<file path="src/rtl/fpe_pkg.sv">
package fpe_pkg;
   localparam int ENV_WORDS = 4;

   typedef enum logic [1:0] {
      SLOT_CODE_LO = 2'd0,
      SLOT_CODE_HI = 2'd1,
      SLOT_DATA_LO = 2'd2,
      SLOT_DATA_HI = 2'd3
   } env_slot_e;
endpackage

</file>
<file path="src/rtl/fpe_capture.sv">
module fpe_capture #(
   parameter int OFF_W = 16,
   parameter int SEL_W = 16,
   parameter int OPC_W = 11
) (
   input  logic             clk,
   input  logic             rst_n,
   input  logic             cfg_opc_always,
   input  logic             busy,
   input  logic             in_valid,
   input  logic             in_fault,
   input  logic [SEL_W-1:0] in_cs,
   input  logic [OFF_W-1:0] in_ip,
   input  logic [SEL_W-1:0] in_ds,
   input  logic [OFF_W-1:0] in_dp,
   input  logic [OPC_W-1:0] in_opc,
   input  logic             exc_clear,
   output logic [SEL_W-1:0] cs_q,
   output logic [OFF_W-1:0] ip_q,
   output logic [SEL_W-1:0] ds_q,
   output logic [OFF_W-1:0] dp_q,
   output logic [OPC_W-1:0] opc_q,
   output logic             exc_pend
);
   logic             hold_v, h_fault;
   logic [SEL_W-1:0] h_cs, h_ds;
   logic [OFF_W-1:0] h_ip, h_dp;
   logic [OPC_W-1:0] h_opc;

   logic frozen, accept, to_hold, direct, drain, apply_v;
   logic             a_fault;
   logic [SEL_W-1:0] a_cs, a_ds;
   logic [OFF_W-1:0] a_ip, a_dp;
   logic [OPC_W-1:0] a_opc;

   assign frozen  = exc_pend | (hold_v & h_fault);
   assign accept  = in_valid & ~frozen;
   assign to_hold = accept & (busy | hold_v);
   assign direct  = accept & ~busy & ~hold_v;
   assign drain   = hold_v & ~busy;
   assign apply_v = drain | direct;

   always_comb begin
      if (drain) begin
         a_fault = h_fault; a_cs = h_cs; a_ip = h_ip;
         a_ds = h_ds; a_dp = h_dp; a_opc = h_opc;
      end else begin
         a_fault = in_fault; a_cs = in_cs; a_ip = in_ip;
         a_ds = in_ds; a_dp = in_dp; a_opc = in_opc;
      end
   end

   always_ff @(posedge clk) begin
      if (!rst_n) begin
         cs_q <= '0; ip_q <= '0; ds_q <= '0; dp_q <= '0; opc_q <= '0;
         exc_pend <= 1'b0;
         hold_v <= 1'b0; h_fault <= 1'b0;
         h_cs <= '0; h_ip <= '0; h_ds <= '0; h_dp <= '0; h_opc <= '0;
      end else begin
         if (exc_clear) exc_pend <= 1'b0;
         if (apply_v) begin
            cs_q <= a_cs; ip_q <= a_ip; ds_q <= a_ds; dp_q <= a_dp;
            if (cfg_opc_always | a_fault) opc_q <= a_opc;
            if (a_fault) exc_pend <= 1'b1;
         end
         if (to_hold) begin
            hold_v <= 1'b1; h_fault <= in_fault;
            h_cs <= in_cs; h_ip <= in_ip; h_ds <= in_ds;
            h_dp <= in_dp; h_opc <= in_opc;
         end else if (drain) begin
            hold_v <= 1'b0;
         end
      end
   end
endmodule

</file>
<file path="src/rtl/fpe_env_reader.sv">
module fpe_env_reader #(
   parameter int WORDS = fpe_pkg::ENV_WORDS,
   localparam int IDX_W = $clog2(WORDS)
) (
   input  logic             clk,
   input  logic             rst_n,
   input  logic             req,
   input  logic             ready,
   output logic             busy,
   output logic             last,
   output logic [IDX_W-1:0] slot
);
   assign last = busy && (slot == IDX_W'(WORDS - 1));

   always_ff @(posedge clk) begin
      if (!rst_n) begin
         busy <= 1'b0;
         slot <= '0;
      end else if (!busy) begin
         if (req) begin
            busy <= 1'b1;
            slot <= '0;
         end
      end else if (ready) begin
         if (last) busy <= 1'b0;
         else      slot <= slot + 1'b1;
      end
   end
endmodule

</file>
<file path="src/rtl/fpe_env_format.sv">
module fpe_env_format #(
   parameter int OFF_W     = 16,
   parameter int SEL_W     = 16,
   parameter int OPC_W     = 11,
   parameter int SEG_SHIFT = 4,
   localparam int WORD_W = OFF_W,
   localparam int LIN_W  = OFF_W + SEG_SHIFT,
   localparam int GAP_W  = WORD_W - SEG_SHIFT - OPC_W
) (
   input  logic              cfg_prot,
   input  logic              cfg_seg_zero,
   input  logic [SEL_W-1:0]  cs,
   input  logic [OFF_W-1:0]  ip,
   input  logic [SEL_W-1:0]  ds,
   input  logic [OFF_W-1:0]  dp,
   input  logic [OPC_W-1:0]  opc,
   input  logic [1:0]        slot,
   output logic [WORD_W-1:0] word
);
   import fpe_pkg::*;

   logic [SEL_W-1:0]  cs_eff, ds_eff;
   logic [LIN_W-1:0]  lin_c, lin_d;
   logic [WORD_W-1:0] code_hi, data_hi;

   assign cs_eff = cfg_seg_zero ? '0 : cs;
   assign ds_eff = cfg_seg_zero ? '0 : ds;
   assign lin_c  = {cs_eff, {SEG_SHIFT{1'b0}}} + LIN_W'(ip);
   assign lin_d  = {ds_eff, {SEG_SHIFT{1'b0}}} + LIN_W'(dp);

   generate
      if (GAP_W > 0) begin : g_gap
         assign code_hi = {lin_c[LIN_W-1:OFF_W], {GAP_W{1'b0}}, opc};
      end else begin : g_nogap
         assign code_hi = {lin_c[LIN_W-1:OFF_W], opc};
      end
   endgenerate
   assign data_hi = {lin_d[LIN_W-1:OFF_W], {(WORD_W - SEG_SHIFT){1'b0}}};

   always_comb begin
      unique case (env_slot_e'(slot))
         SLOT_CODE_LO: word = cfg_prot ? ip : lin_c[OFF_W-1:0];
         SLOT_CODE_HI: word = cfg_prot ? WORD_W'(cs_eff) : code_hi;
         SLOT_DATA_LO: word = cfg_prot ? dp : lin_d[OFF_W-1:0];
         default:      word = cfg_prot ? WORD_W'(ds_eff) : data_hi;
      endcase
   end
endmodule

</file>
<file path="src/rtl/fptr_env_capture.sv">
module fptr_env_capture #(
   parameter int OFF_W     = 16,
   parameter int SEL_W     = 16,
   parameter int OPC_W     = 11,
   parameter int SEG_SHIFT = 4,
   parameter int PFX_W     = 2,
   localparam int OPB_W  = 16,
   localparam int WORD_W = OFF_W,
   localparam int IDX_W  = $clog2(fpe_pkg::ENV_WORDS)
) (
   input  logic              clk,
   input  logic              rst_n,
   input  logic              cfg_prot,
   input  logic              cfg_opc_always,
   input  logic              cfg_seg_zero,
   input  logic              iss_valid,
   input  logic              iss_fault,
   input  logic [SEL_W-1:0]  iss_cs,
   input  logic [OFF_W-1:0]  iss_esc_ip,
   input  logic [PFX_W-1:0]  iss_pfx_cnt,
   input  logic [SEL_W-1:0]  iss_ds,
   input  logic [OFF_W-1:0]  iss_dp,
   input  logic [OPB_W-1:0]  iss_opbytes,
   input  logic              exc_clear,
   output logic              exc_pending,
   input  logic              env_req,
   input  logic              env_ready,
   output logic              env_valid,
   output logic              env_last,
   output logic [WORD_W-1:0] env_word
);
   generate
      if (SEL_W != OFF_W) begin : g_bad_sel
         $error("selector and offset widths must match");
      end
      if (SEG_SHIFT + OPC_W > WORD_W) begin : g_bad_pack
         $error("opcode and linear high bits do not fit one word");
      end
      if (OPC_W > OPB_W - 5) begin : g_bad_opc
         $error("opcode would include escape bits");
      end
      if (PFX_W > OFF_W) begin : g_bad_pfx
         $error("prefix count wider than offset");
      end
   endgenerate

   logic [OFF_W-1:0] first_ip;
   logic [OPC_W-1:0] opc_bits;
   logic [SEL_W-1:0] cap_cs, cap_ds;
   logic [OFF_W-1:0] cap_ip, cap_dp;
   logic [OPC_W-1:0] cap_opc;
   logic             rd_busy;
   logic [IDX_W-1:0] rd_slot;

   assign first_ip = iss_esc_ip - OFF_W'(iss_pfx_cnt);
   assign opc_bits = iss_opbytes[OPC_W-1:0];

   fpe_capture #(.OFF_W(OFF_W), .SEL_W(SEL_W), .OPC_W(OPC_W)) u_cap (
      .clk(clk), .rst_n(rst_n), .cfg_opc_always(cfg_opc_always), .busy(rd_busy),
      .in_valid(iss_valid), .in_fault(iss_fault), .in_cs(iss_cs), .in_ip(first_ip),
      .in_ds(iss_ds), .in_dp(iss_dp), .in_opc(opc_bits), .exc_clear(exc_clear),
      .cs_q(cap_cs), .ip_q(cap_ip), .ds_q(cap_ds), .dp_q(cap_dp), .opc_q(cap_opc),
      .exc_pend(exc_pending)
   );

   fpe_env_reader #(.WORDS(fpe_pkg::ENV_WORDS)) u_rd (
      .clk(clk), .rst_n(rst_n), .req(env_req), .ready(env_ready),
      .busy(rd_busy), .last(env_last), .slot(rd_slot)
   );

   fpe_env_format #(.OFF_W(OFF_W), .SEL_W(SEL_W), .OPC_W(OPC_W), .SEG_SHIFT(SEG_SHIFT)) u_fmt (
      .cfg_prot(cfg_prot), .cfg_seg_zero(cfg_seg_zero), .cs(cap_cs), .ip(cap_ip),
      .ds(cap_ds), .dp(cap_dp), .opc(cap_opc), .slot(rd_slot), .word(env_word)
   );

   assign env_valid = rd_busy;
endmodule

</file>
<file path="config.mk">
export PLATFORM = sky130hd
export DESIGN_NAME = fptr_env_capture
export DESIGN_NICKNAME = d
export VERILOG_FILES = /design/src/rtl/fpe_pkg.sv /design/src/rtl/fpe_capture.sv /design/src/rtl/fpe_env_reader.sv /design/src/rtl/fpe_env_format.sv /design/src/rtl/fptr_env_capture.sv
export SDC_FILE = /design/constraint.sdc
export NUM_CORES = 1
export LEC_CHECK = 0
export BUFFER_PORTS_ARGS = -buffer_cell sky130_fd_sc_hd__buf_2
export CAP_MARGIN = 20
export CORE_ASPECT_RATIO = 1.2
export CORE_UTILIZATION = 63
export DETAILED_ROUTE_END_ITERATION = 7
export PLACE_DENSITY_LB_ADDON = 0.3
export SLEW_MARGIN = 20
export SYNTH_ARGS = -nofsm -noshare
export SYNTH_HDL_FRONTEND = slang
export SYNTH_SLANG_ARGS = --single-unit
export TNS_END_PERCENT = 10
</file>
<file path="constraint.sdc">
create_clock -name clk -period 13.7 [get_ports clk]
set_input_delay 4.11 -clock clk [delete_from_list [all_inputs] [get_ports clk]]
set_output_delay 4.11 -clock clk [all_outputs]
set_load 0.01 [all_outputs]
</file>
==> metrics.log <==
[metrics] stage delay of the slowest cell on the critical path: around 0.56 ns
[metrics] setup repair after global routing missed its margin: false
[metrics] required arrival time at the worst endpoint: 9.59 ns
[metrics] Setup Fix Bufs, Post-CTS: 0
[metrics] top-level I/O count: between 100 and 150
[metrics] via count of the first global-routing pass: 7583
[metrics] largest fanout of any net on the critical path: 21
[metrics] path class of the lowest-slack min-delay path: flip-flop to flip-flop
[metrics] post-cts repair resize count: 0
[metrics] total global routing overflow: 0
[metrics] initial core utilization: between 60 and 70%
[metrics] CP startpoint kind: input port
[metrics] Total Nets Final: ~1.2k
[metrics] pin count of the biggest net entering global routing: 87
[metrics] post-synthesis net count: 1186
[metrics] fraction of the mapped netlist area in compound gates: a little over a quarter
[metrics] main combinational cell family by area after synthesis: compound AO/OA/AOI/OAI gates
[metrics] Final Max Tran Viols: 0
[metrics] number of synthesis warnings: 0
[metrics] Post-synth EDFFs: 0
[metrics] Top cell by count, worst path: sky130_fd_sc_hd__buf_2
[metrics] proportion of synthesized area in mux cells: under 10%
[metrics] overall routing resource usage: between 30% and 40%
[metrics] Horiz. Die Dim: 109 microns
[metrics] final count of negative-setup-slack endpoints: 0
[metrics] average wire per cell in the routed design: around 18 microns
[metrics] leading register cell type out of synthesis: sky130_fd_sc_hd__dfxtp_1
[metrics] first-pass iteration count of the detailed router: 6
[metrics] area after detailed placement: 0.00924 sq mm
[metrics] port buffer count: roughly 110
[metrics] DIE HEIGHT: 131 microns
[metrics] flip-flop and latch count after synthesis: 156
[metrics] adder-cell area share of the yosys netlist: under 10%
[metrics] data arrival time of the worst path: 7.49 ns
[metrics] Simple-Gate Fraction of Synth Area: between 20% and 30%
[metrics] CTS Buf Count: 17
[metrics] final wirelength: ~23 mm
[metrics] proportion of layout cells with a drive suffix above 1: approximately 15%
[metrics] gate count of the mapped netlist: about 1.1k
[metrics] clock slew seen by the registers of the worst setup and hold paths: around 0.06 ns
[metrics] result of the run: complete, no violations
[metrics] growth of design area from synthesis to finish: 13.0%
[metrics] TritonCTS clock tree: built
[metrics] Worst Skew: between 0.008 and 0.009 ns
[metrics] largest buffer count on any clock path: 2
[metrics] count of distinct cell types in the synthesized netlist: 71
[metrics] Die ar.: about 0.014 sq mm
[metrics] pre-CTS worst setup slack: between 2 and 2.5 ns
[metrics] core area: around 0.013 sq mm
[metrics] overall via count from detail_route: ~8.3k
[metrics] count of buffer and inverter cells on the critical path: 2
[metrics] # DRC: 0
[metrics] Setup WS post-layout: around 2.1 ns
[metrics] routability cong.: between 0.9 and 1
[metrics] global-route wire length before repair: ~37 mm
[metrics] H-Tree Depth: 4
[metrics] row count: 46
[metrics] pin slew with the least headroom to its limit: 0.894 ns
[metrics] leakage component of the power: slightly above 4 nW
[metrics] number of clock sinks: 156
[metrics] maximum vdd ir drop: around 110 uV
[metrics] netlist area before placement: roughly 0.0087 sq mm
[metrics] ANT cells: 0
[metrics] power density over the cells: 122 mW/mm^2
[metrics] min cycle time layout: about 12 ns
[metrics] iteration-0 DRC count of the detailed router: between 900 and 1k
[metrics] hold bufs inserted after CTS: 0
[metrics] source-to-sink clock delay at the later pin of the worst-skew pair: 0.42 ns
[metrics] cell with the largest stage delay on the worst path: sky130_fd_sc_hd__a221oi_1
[metrics] critical path type: input port to output port
[metrics] crit end category: output port
[metrics] count of fill cells added during filler insertion: 1069
[metrics] root buf cell: sky130_fd_sc_hd__clkbuf_16
[metrics] vias per cell: between 6 and 7
[metrics] number of antenna violations at the first check in global routing: 0
[metrics] max-slew headroom at the worst pin: approximately 40%
[metrics] count of final hold-check violations: 0
[metrics] kind of cell adding the most delay to the critical path: compound AO/OA/AOI/OAI gates
[metrics] sequential-to-total area share from yosys stat: a little over a third
[metrics] number of maximum-capacitance constraint violations: 0
[metrics] post-route setup TNS: 0 ns
[metrics] final design instance area without fill: between 0.009 and 0.01 sq mm
[metrics] asr flop ratio synth: 0%
[metrics] area share of xor/xnor cells in the synthesized design: under 10%
[metrics] ordered list of cells on the worst path: buf_2 -> nor2b_1 -> ha_1 -> fa_1 -> nor2_1 -> o32a_1 -> a211oi_1 -> o311ai_1 -> a221oi_1 -> o21ai_0 -> xnor2_1 -> a22oi_1 -> buf_2
[metrics] mean cell area of the mapped netlist: between 8 and 9 sq um
[metrics] Max Fclk: roughly 86 MHz
[metrics] half-perimeter wire length of the detailed placement result: between 15 and 20 mm
[metrics] final worst path period share: around 85%
[metrics] Final ANT Viol Nets: 0
-- report_power, final --
part / switching [mW] / internal (mW)
clock: 0.185 / 0.315
sequential: 0.0310 / 0.487
combinational: 0.109 / 0.0773
total: 0.325 / 0.879
-- kinds of logic after synthesis --
kind of cell	Yosys count
flip-flops	156
adder cells (fa/ha/maj)	31
buffers and inverters	102
XOR/XNOR	31
AND/OR/NAND/NOR	431
AO/OA/AOI/OAI	300
multiplexers	14
-- per-layer routing --
layer / vias to the layer above / routed length, microns / GRT usage (%)
met2: 361 / 11300 / 56.0
met4: 0 / 828 / 16.4
li1: 3936 / - / -
met1: 3929 / 9660 / 42.0
met5: - / 0 / 0
met3: 49 / 1590 / 6.10
-- worst register-to-register path: stages (launching register included) --
cell and delay, ns:
sky130_fd_sc_hd__dfxtp_1 0.60, sky130_fd_sc_hd__inv_1 0.18, sky130_fd_sc_hd__mux2i_1 0.22, sky130_fd_sc_hd__and2_2 0.29, sky130_fd_sc_hd__buf_4 0.65, sky130_fd_sc_hd__nor2_1 0.17, sky130_fd_sc_hd__nor3b_1 0.22
-- cells in the mapped netlist (3+ instances only) --
cell type | instances | area, sq um
sky130_fd_sc_hd__a211oi_1 | 8 | 60.1
sky130_fd_sc_hd__a21boi_0 | 62 | 465
sky130_fd_sc_hd__a21o_1 | 10 | 75.1
sky130_fd_sc_hd__a21oi_1 | 31 | 155
sky130_fd_sc_hd__a221o_1 | 4 | 40.0
sky130_fd_sc_hd__a221oi_1 | 4 | 35.0
sky130_fd_sc_hd__a222oi_1 | 51 | 510
sky130_fd_sc_hd__a22oi_1 | 6 | 45.0
sky130_fd_sc_hd__a31oi_1 | 5 | 31.3
sky130_fd_sc_hd__and2_1 | 7 | 43.8
sky130_fd_sc_hd__and3_1 | 3 | 18.8
sky130_fd_sc_hd__buf_2 | 5 | 25.0
sky130_fd_sc_hd__clkbuf_1 | 74 | 278
sky130_fd_sc_hd__dfxtp_1 | 156 | 3120
sky130_fd_sc_hd__fa_1 | 3 | 60.1
sky130_fd_sc_hd__ha_1 | 26 | 325
sky130_fd_sc_hd__inv_1 | 19 | 71.3
sky130_fd_sc_hd__mux2_2 | 8 | 90.1
sky130_fd_sc_hd__mux2i_1 | 6 | 60.1
sky130_fd_sc_hd__nand2_1 | 184 | 691
sky130_fd_sc_hd__nand2b_1 | 11 | 68.8
sky130_fd_sc_hd__nand3_1 | 16 | 80.1
sky130_fd_sc_hd__nand4b_1 | 3 | 26.3
sky130_fd_sc_hd__nor2_1 | 88 | 330
sky130_fd_sc_hd__nor2b_1 | 76 | 475
sky130_fd_sc_hd__nor3_1 | 9 | 45.0
sky130_fd_sc_hd__nor3b_1 | 12 | 90.1
sky130_fd_sc_hd__o211a_1 | 16 | 160
sky130_fd_sc_hd__o211ai_1 | 5 | 37.5
sky130_fd_sc_hd__o21a_1 | 9 | 67.6
sky130_fd_sc_hd__o21ai_0 | 39 | 195
sky130_fd_sc_hd__o221ai_1 | 19 | 166
sky130_fd_sc_hd__o31ai_1 | 9 | 67.6
sky130_fd_sc_hd__or3_1 | 3 | 18.8
sky130_fd_sc_hd__or4_1 | 3 | 22.5
sky130_fd_sc_hd__xnor2_1 | 12 | 105
sky130_fd_sc_hd__xor2_1 | 19 | 166
-- flip-flops by register name, indices dropped and copies added, names as in the netlist, 2 cells and up --
name         count
u_cap.cs_q      16
u_cap.dp_q      16
u_cap.ds_q      16
u_cap.h_cs      16
u_cap.h_dp      16
u_cap.h_ds      16
u_cap.h_ip      16
u_cap.ip_q      16
u_cap.h_opc     11
u_cap.opc_q     11
u_rd.slot        2
-- final cells by class --
type	count	area [sq um]	share of cell area (%)
clock buffer	22	464	4.71
clock inverter	10	161	1.64
inverter	20	75.1	0.761
multi-input combinational	807	5230	53.1
sequential	156	3120	31.7
tap	168	210	2.13
timing repair buffer	114	596	6.04
-- per-stage QoR --
| stage | util (%) | hold WS [ns] | power (mW) | cells |
|---|---|---|---|---|
| detailed placement | 69.2 | 0.457 | 0.709 | 1265 |
| floorplan | - | 0.432 | 0.644 | 1065 |
| global route | 73.9 | 0.489 | 1.25 | 1297 |
| finish | 73.9 | 0.465 | 1.20 | 1297 |
| CTS | 73.9 | 0.466 | 1.21 | 1297 |
| global placement | 69.2 | 0.447 | 0.704 | 1265 |
-- cells in the final DEF (no fill, tap or decap), types with 26 or more instances in the layout --
cell type	n
sky130_fd_sc_hd__a222oi_1	51
sky130_fd_sc_hd__a21oi_1	31
sky130_fd_sc_hd__nand2_1	183
sky130_fd_sc_hd__o21ai_0	39
sky130_fd_sc_hd__nor2b_1	75
sky130_fd_sc_hd__dfxtp_1	156
sky130_fd_sc_hd__nor2_1	88
sky130_fd_sc_hd__buf_2	104
sky130_fd_sc_hd__a21boi_0	62
sky130_fd_sc_hd__ha_1	26
-- path summary, 6_finish.rpt --
| kind | from | endpoint | slack (ns) | cells past startpoint |
|---|---|---|---|---|
| worst max register to register | u_rd.busy$_SDFF_PN0_ | u_cap.h_ip[13]$_SDFFE_PN0P_ | 11.28 | 6 |
| worst max-delay path | cfg_seg_zero | env_word[14] | 2.10 | 13 |
| worst min-delay path | u_cap.h_opc[4]$_SDFFE_PN0P_ | u_cap.h_opc[4]$_SDFFE_PN0P_ | 0.47 | 2 |
| worst min register to register | u_cap.h_opc[4]$_SDFFE_PN0P_ | u_cap.h_opc[4]$_SDFFE_PN0P_ | 0.47 | 2 |
No activity file was read; power rests on OpenSTA's default activity.
